`src/rtl/bm_pkg.sv`:
```
package bm_pkg;
   typedef enum logic [3:0] {
      OP_GET    = 4'd0,
      OP_SET    = 4'd1,
      OP_SLICE  = 4'd2,
      OP_NOT    = 4'd3,
      OP_SHIFT  = 4'd4,
      OP_SLL    = 4'd5,
      OP_SRL    = 4'd6,
      OP_SRA    = 4'd7,
      OP_ROL    = 4'd8,
      OP_ROR    = 4'd9,
      OP_AND    = 4'd10,
      OP_OR     = 4'd11,
      OP_XOR    = 4'd12,
      OP_REDAND = 4'd13,
      OP_REDOR  = 4'd14,
      OP_REDXOR = 4'd15
   } bm_op_e;

   function automatic logic is_shift_class(bm_op_e o);
      return (o == OP_SHIFT) || (o == OP_SLL) || (o == OP_SRL) ||
             (o == OP_SRA) || (o == OP_ROL) || (o == OP_ROR);
   endfunction
endpackage

```
`src/rtl/bm_index_check.sv`:
```
module bm_index_check
   import bm_pkg::*;
#(
   parameter int W  = 8,
   parameter int IW = $clog2(W) + 1
) (
   input  bm_op_e          op,
   input  logic [IW-1:0]   idx_hi,
   input  logic [IW-1:0]   idx_lo,
   output logic            err
);
   localparam logic [IW-1:0] TOP_POS = IW'(W);

   logic hi_bad, lo_bad, one_pos, span;

   assign hi_bad  = (idx_hi == '0) || (idx_hi > TOP_POS);
   assign lo_bad  = (idx_lo == '0) || (idx_lo > TOP_POS);
   assign one_pos = (op == OP_GET) || (op == OP_SET);
   assign span    = (op == OP_SLICE) || (op == OP_REDAND) ||
                    (op == OP_REDOR) || (op == OP_REDXOR);

   always_comb begin
      if (one_pos)   err = hi_bad;
      else if (span) err = hi_bad || lo_bad || (idx_lo > idx_hi);
      else           err = 1'b0;
   end
endmodule

```
`src/rtl/bm_shifter.sv`:
```
module bm_shifter
   import bm_pkg::*;
#(
   parameter int W  = 8,
   parameter int SW = $clog2(W) + 2
) (
   input  bm_op_e               op,
   input  logic [W-1:0]         a,
   input  logic                 a_signed,
   input  logic signed [SW-1:0] shamt,
   output logic [W-1:0]         y
);
   localparam int EW = 3 * W;
   localparam int LW = (W > 2) ? $clog2(W) : 1;

   logic [EW-1:0]  ext, left, right;
   logic [SW:0]    neg_amt;
   logic [SW-1:0]  uamt;
   logic           ovf;
   logic [W-1:0]   sat, gen_y, sra_y;
   logic [LW-1:0]  rot;
   logic [2*W-1:0] rl, rr;

   assign uamt    = $unsigned(shamt);
   assign neg_amt = $unsigned(-($signed({shamt[SW-1], shamt})));
   assign ext     = a_signed ? {{(2*W){a[W-1]}}, a} : {{(2*W){1'b0}}, a};
   assign left    = ext << uamt;
   assign right   = $unsigned($signed(ext) >>> neg_amt);

   // overflow: bits above the kept field disagree with the kept result
   always_comb begin
      if (a_signed)
         ovf = !((&left[EW-1:W-1]) || !(|left[EW-1:W-1]));
      else
         ovf = |left[EW-1:W];
      if (!a_signed)     sat = '1;
      else if (a[W-1])   sat = {1'b1, {(W-1){1'b0}}};
      else               sat = {1'b0, {(W-1){1'b1}}};
   end

   always_comb begin
      if (shamt[SW-1]) gen_y = right[W-1:0];
      else if (ovf)    gen_y = sat;
      else             gen_y = left[W-1:0];
   end

   assign sra_y = a_signed ? W'($signed(a) >>> uamt) : (a >> uamt);

   generate
      if ((W & (W - 1)) == 0) begin : g_pow2_mod
         assign rot = uamt[LW-1:0];
      end else begin : g_div_mod
         assign rot = LW'(uamt % SW'(W));
      end
   endgenerate

   assign rl = {a, a} << rot;
   assign rr = {a, a} >> rot;

   always_comb begin
      case (op)
         OP_SHIFT: y = gen_y;
         OP_SLL:   y = a << uamt;
         OP_SRL:   y = a >> uamt;
         OP_SRA:   y = sra_y;
         OP_ROL:   y = rl[2*W-1:W];
         OP_ROR:   y = rr[W-1:0];
         default:  y = '0;
      endcase
   end

   always_comb begin
      if ((op == OP_ROL) || (op == OP_ROR))
         assert_rotate_keeps_ones_R9: assert ($countones(y) == $countones(a));
      if ((op == OP_SHIFT) && !a_signed && !shamt[SW-1])
         assert_unsigned_sat_monotone_R6: assert (y >= a);
   end
endmodule

```
`src/rtl/bm_logic.sv`:
```
module bm_logic
   import bm_pkg::*;
#(
   parameter int W  = 8,
   parameter int IW = $clog2(W) + 1
) (
   input  bm_op_e        op,
   input  logic [W-1:0]  a,
   input  logic [W-1:0]  b,
   input  logic          set_val,
   input  logic [IW-1:0] idx_hi,
   input  logic [IW-1:0] idx_lo,
   output logic [W-1:0]  y
);
   logic [W-1:0] one_mask, span_mask, span_bits;

   assign one_mask = W'(1) << (idx_hi - IW'(1));

   generate
      for (genvar i = 0; i < W; i++) begin : g_span
         assign span_mask[i] = (IW'(i + 1) >= idx_lo) && (IW'(i + 1) <= idx_hi);
      end
   endgenerate

   assign span_bits = a & span_mask;

   always_comb begin
      case (op)
         OP_GET:    y = {{(W-1){1'b0}}, |(a & one_mask)};
         OP_SET:    y = set_val ? (a | one_mask) : (a & ~one_mask);
         OP_SLICE:  y = span_bits >> (idx_lo - IW'(1));
         OP_NOT:    y = ~a;
         OP_AND:    y = a & b;
         OP_OR:     y = a | b;
         OP_XOR:    y = a ^ b;
         OP_REDAND: y = {{(W-1){1'b0}}, &(a | ~span_mask)};
         OP_REDOR:  y = {{(W-1){1'b0}}, |span_bits};
         OP_REDXOR: y = {{(W-1){1'b0}}, ^span_bits};
         default:   y = '0;
      endcase
   end

   always_comb begin
      if (op == OP_SET)
         assert_set_touches_one_bit_R3: assert ($countones(y ^ a) <= 1);
   end
endmodule

```
`src/rtl/bitmanip_unit.sv`:
```
module bitmanip_unit
   import bm_pkg::*;
#(
   parameter int W  = 8,
   parameter int IW = $clog2(W) + 1,
   parameter int SW = $clog2(W) + 2
) (
   input  logic                 clk,
   input  logic                 rst,
   input  logic                 en,
   input  logic [3:0]           op,
   input  logic [W-1:0]         a,
   input  logic [W-1:0]         b,
   input  logic                 a_signed,
   input  logic [IW-1:0]        idx_hi,
   input  logic [IW-1:0]        idx_lo,
   input  logic signed [SW-1:0] shamt,
   input  logic                 set_val,
   output logic [W-1:0]         result,
   output logic                 valid,
   output logic                 idx_err
);
   generate
      if (W < 2) begin : g_chk_w
         $error("bitmanip_unit: W must be at least 2");
      end
      if ((1 << IW) <= W) begin : g_chk_iw
         $error("bitmanip_unit: IW too narrow to hold position W");
      end
      if ((1 << (SW - 1)) <= W) begin : g_chk_sw
         $error("bitmanip_unit: SW too narrow to express an amount of W");
      end
   endgenerate

   bm_op_e       opc;
   logic         err_c;
   logic [W-1:0] sh_y, lg_y, next_y;

   assign opc = bm_op_e'(op);

   bm_index_check #(.W(W), .IW(IW)) u_index (
      .op(opc), .idx_hi(idx_hi), .idx_lo(idx_lo), .err(err_c)
   );

   bm_shifter #(.W(W), .SW(SW)) u_shift (
      .op(opc), .a(a), .a_signed(a_signed), .shamt(shamt), .y(sh_y)
   );

   bm_logic #(.W(W), .IW(IW)) u_logic (
      .op(opc), .a(a), .b(b), .set_val(set_val),
      .idx_hi(idx_hi), .idx_lo(idx_lo), .y(lg_y)
   );

   always_comb begin
      if (err_c)                    next_y = '0;
      else if (is_shift_class(opc)) next_y = sh_y;
      else                          next_y = lg_y;
   end

   always_ff @(posedge clk or posedge rst) begin
      if (rst) begin
         result  <= '0;
         valid   <= 1'b0;
         idx_err <= 1'b0;
      end else begin
         valid <= en;
         if (en) begin
            result  <= next_y;
            idx_err <= err_c;
         end
      end
   end

   assert_strobe_after_issue_R12: assert property (
      @(posedge clk) disable iff (rst) en |=> valid);
   assert_no_strobe_when_idle_R12: assert property (
      @(posedge clk) disable iff (rst) !en |=> !valid);
   assert_hold_when_idle_R12: assert property (
      @(posedge clk) disable iff (rst) !en |=> ($stable(result) && $stable(idx_err)));
   assert_error_zeroes_result_R1: assert property (
      @(posedge clk) disable iff (rst) idx_err |-> (result == '0));
   assert_zero_position_flagged_R1: assert property (
      @(posedge clk) disable iff (rst)
      (en && (op == 4'd0) && (idx_hi == '0)) |=> idx_err);
endmodule

```
`config.mk`:
```
export PLATFORM = sky130hd
export DESIGN_NAME = bitmanip_unit
export DESIGN_NICKNAME = d
export VERILOG_FILES = /design/src/rtl/bm_pkg.sv /design/src/rtl/bm_index_check.sv /design/src/rtl/bm_shifter.sv /design/src/rtl/bm_logic.sv /design/src/rtl/bitmanip_unit.sv
export SDC_FILE = /design/constraint.sdc
export NUM_CORES = 1
export LEC_CHECK = 0
export ABC_AREA = 1
export BUFFER_PORTS_ARGS = -buffer_cell sky130_fd_sc_hd__buf_2
export CAP_MARGIN = 10
export CELL_PAD_IN_SITES_DETAIL_PLACEMENT = 0
export CELL_PAD_IN_SITES_GLOBAL_PLACEMENT = 1
export CORE_ASPECT_RATIO = 0.7
export CORE_MARGIN = 4
export CORE_UTILIZATION = 30
export CTS_BUF_LIST = sky130_fd_sc_hd__clkbuf_16
export CTS_CLUSTER_DIAMETER = 50
export DETAILED_ROUTE_END_ITERATION = 8
export GPL_TIMING_DRIVEN = 0
export PLACE_DENSITY_LB_ADDON = 0.15
export SYNTH_ARGS = -nofsm -noshare
export SYNTH_HDL_FRONTEND = slang
export SYNTH_SLANG_ARGS = --single-unit
```
`constraint.sdc`:
```
create_clock -name clk -period 0.8 [get_ports clk]
set_input_delay 0.12 -clock clk [delete_from_list [all_inputs] [get_ports clk]]
set_output_delay 0.12 -clock clk [all_outputs]
set_load 0.01 [all_outputs]
```
==> run metrics <==
die outline height=106 microns; sequential element share of the synthesized area=6.09%; die area=0.0157 sq mm; Area Overhead vs Synth=49.6%; GR Overflow Total=0; Longest Clk Path Bufs=2; Crit path top cell by count=nand2_1; routed vias/inst=5.51; family with the most delay on the worst path=simple AND/OR/NAND/NOR gates; adder-cell share of the synthesized area=8.83%; Fill cells=1419; Worst Hold Class=in2reg; Placed Area=0.00477 sq mm; Peak VDD IR=0.519 mV; via count=5912; xor/xnor share of the synthesized area=0.852%; Net Count, Synth=856; Placement Rows=35; Worst path max stage delay=0.24 ns; post-route clock skew=0 ns; Max Fclk=0.499 GHz; Post-synth EDFFs=0; RSZ-0062 raised after global routing=yes; PwrDens=833 mW/mm^2; mux cell area share after synthesis=0.244%; total wire length=19.5 mm; Slew headroom=56.0%; CTS Buf Count=3; HPWL Detailed=15.5 mm; Die X=148 microns; synthesized area=0.00411 sq mm; number of I/O pins=48; WP buf/inv=2; Final Power=5.12 mW; critical path data required time=0.97 ns; Clock Latency Late Sink=0.23 ns; Distinct cells, synth=52; crit path cell chain=clkbuf_4, nor2_1, inv_1, nor2_2, nor3_2, nand2_2, ha_1, xor2_1, xnor2_1, nand2_1, a31o_2, a21oi_2, nand2_1, nand2_1; Worst-Margin Slew=0.657 ns; Arr. time, crit path=2.18 ns; CP endpoint kind=flop; GPL Wtd Cong=0.999; Syn. warnings=0; final-report max-slew violation count=0; reg2reg path depth=3; I/O Buffers=43; status=finished, violations left; min cycle time layout=2.00 ns; violated checks=negative setup slack; drt first-iter violations=551; n_diodes=0; Total GRT Usage=23.1%; Clock transition at path regs=0.04 ns; total negative slack=-9.89 ns; Post-Synth Simple-Gate Area=47.1%; Main synth FF type=dfrtp_1; most frequent cells in the layout=211 x nand2_1, 83 x inv_1, 66 x nor2_1; largest net degree at the start of global routing=11; nets=955; Worst R2R Setup Slack=-0.01 ns; final worst-path cycle share=250%; Max-Cap Viols=0; Hold Startpoint=en; Async SR Flop Fraction=100%; commonest non-fill, non-tap cell in the layout=nand2_1; Worst Hold Depth=1; wire per inst=18.2 microns; Hold WS=0.0757 ns; syn avg cell area=5.21 sq um; Seq cells post-synth=10; global-route wire length before repair=28.8 mm; Final Cell Area=0.00615 sq mm; CTS tree=done; vias in the first global route=5114; Hold Vio Cnt, Final=0; initial antenna violation count=0; Pre-antenna DRT Iters=7; H-Tree Level Count=1; Clock Tree Root=clkbuf_16; Pleak=2.93 nW; clock sinks=10; Final WS setup=-1.20 ns; hold path endpoint=valid$_DFF_PP0_; drt drc=0; Starting Density=31.0%; RR Endpoint=idx_err$_DFFE_PP0P_; pre-CTS setup slack=-2.11 ns; largest family of logic cells by synthesized area=simple AND/OR/NAND/NOR gates; Compound-Gate Fraction of Synth Area=24.1%; Setup crit start kind=input port; Critical R2R Launch=idx_err$_DFFE_PP0P_; Setup CP Type=in2reg; final setup fails=19; CP max FO=7; Core ar.=0.0133 sq mm; slowest cell on the critical path=ha_1; layout cell share with drive strength beyond 1=34.7%; post-route ant nets=0; Syn Inst Count=789
[sequential cells by signal, indices dropped and copies added, names as in the netlist]
name and flops:
valid 1, result 8, idx_err 1
[cell usage after synthesis (2+ instances only)]
cell type	count	area, sq um
inv_2	6	22.5
a2111oi_0	2	17.5
buf_2	12	60.1
a31o_2	2	17.5
nand3_1	57	285
a221oi_1	6	52.6
nand2_2	8	50.1
nor2_1	91	342
a41oi_1	2	17.5
dfrtp_1	10	250
nor3_1	6	30.0
o21ai_1	4	20.0
o2111ai_1	5	43.8
a21oi_1	41	205
o21ai_0	58	290
a211oi_1	2	15.0
a311oi_1	3	26.3
buf_6	3	33.8
xor2_1	2	17.5
and2_1	3	18.8
inv_1	93	349
xnor2_1	2	17.5
nor2_2	3	18.8
buf_1	2	7.51
nand2_1	270	1010
nand2_4	4	45.0
o221ai_1	3	26.3
ha_1	29	363
clkbuf_1	4	15.0
nor4_1	3	18.8
o211ai_1	17	128
buf_4	3	22.5
a31oi_1	5	31.3
nand4_1	5	31.3
o22ai_1	6	37.5
[power by group]
group	switching (mW)	leakage (nW)	total, mW	internal (mW)
Sequential	0.0282	0.128	0.600	0.571
Clock	0.225	0.0385	0.879	0.654
Combinational	2.31	2.76	3.64	1.33
[timing repair]
| action | in CTS | in global routing |
|---|---|---|
| hold buffers | 1 | 0 |
| gates cloned | 0 | 3 |
| endpoints found under the setup margin | 19 | 29 |
| gates resized for setup | 114 | 131 |
| hold endpoints to repair | 10 | 0 |
| pin swaps | 38 | 48 |
| buffers inserted | 27 | 21 |
[layout make-up]
class | instances | area (sq um) | share of cell area (%)
plain buffers | 24 | 272 | 4.42
clock buffers | 3 | 75.1 | 1.22
clock inverters | 1 | 3.75 | 0.0610
inverters | 101 | 433 | 7.04
multi-input cells | 655 | 4210 | 68.5
flip-flops and latches | 10 | 250 | 4.07
well taps | 185 | 231 | 3.76
repair buffers | 93 | 672 | 10.9
[worst max-delay path by stage]
| stage | start | to | cells past startpoint |
|---|---|---|---|
| finish | idx_hi[3] | result[0]$_DFFE_PP0P_ | 14 |
| global route | idx_lo[0] | result[0]$_DFFE_PP0P_ | 17 |
| CTS | idx_lo[0] | result[0]$_DFFE_PP0P_ | 17 |
| detailed placement | op[1] | result[3]$_DFFE_PP0P_ | 12 |
| global placement | op[1] | result[3]$_DFFE_PP0P_ | 12 |
| floorplan | idx_lo[0] | result[0]$_DFFE_PP0P_ | 16 |
[stage by stage]
stage          instances  util (%)
2_1_floorplan        789         -
3_3_place_gp        1017      35.9
3_5_place_dp        1017      35.9
4_1_cts             1048      41.3
5_1_grt             1072      46.3
6_report            1072      46.3
[logic make-up (layout without fill, tap and decap cells)]
group                      count (synthesis)  after routing
AOI/OAI and AO/OA                        163            163
xor gates and xnor gates                   4              4
adders and majority gates                 29             29
buffers and inverters                    125            222
DFF                                       10             10
muxes                                      1              1
and+or+nand+nor                          457            458
[per-layer routing]
layer | vias up | track usage, % | wire [microns]
li1 | 2820 | - | -
met1 | 2741 | 38.1 | 9580
met2 | 334 | 29.1 | 7290
met3 | 17 | 6.73 | 2490
met4 | 0 | 2.57 | 184
met5 | - | 0 | 0
Note: power is estimated with default switching activity, not from simulation.
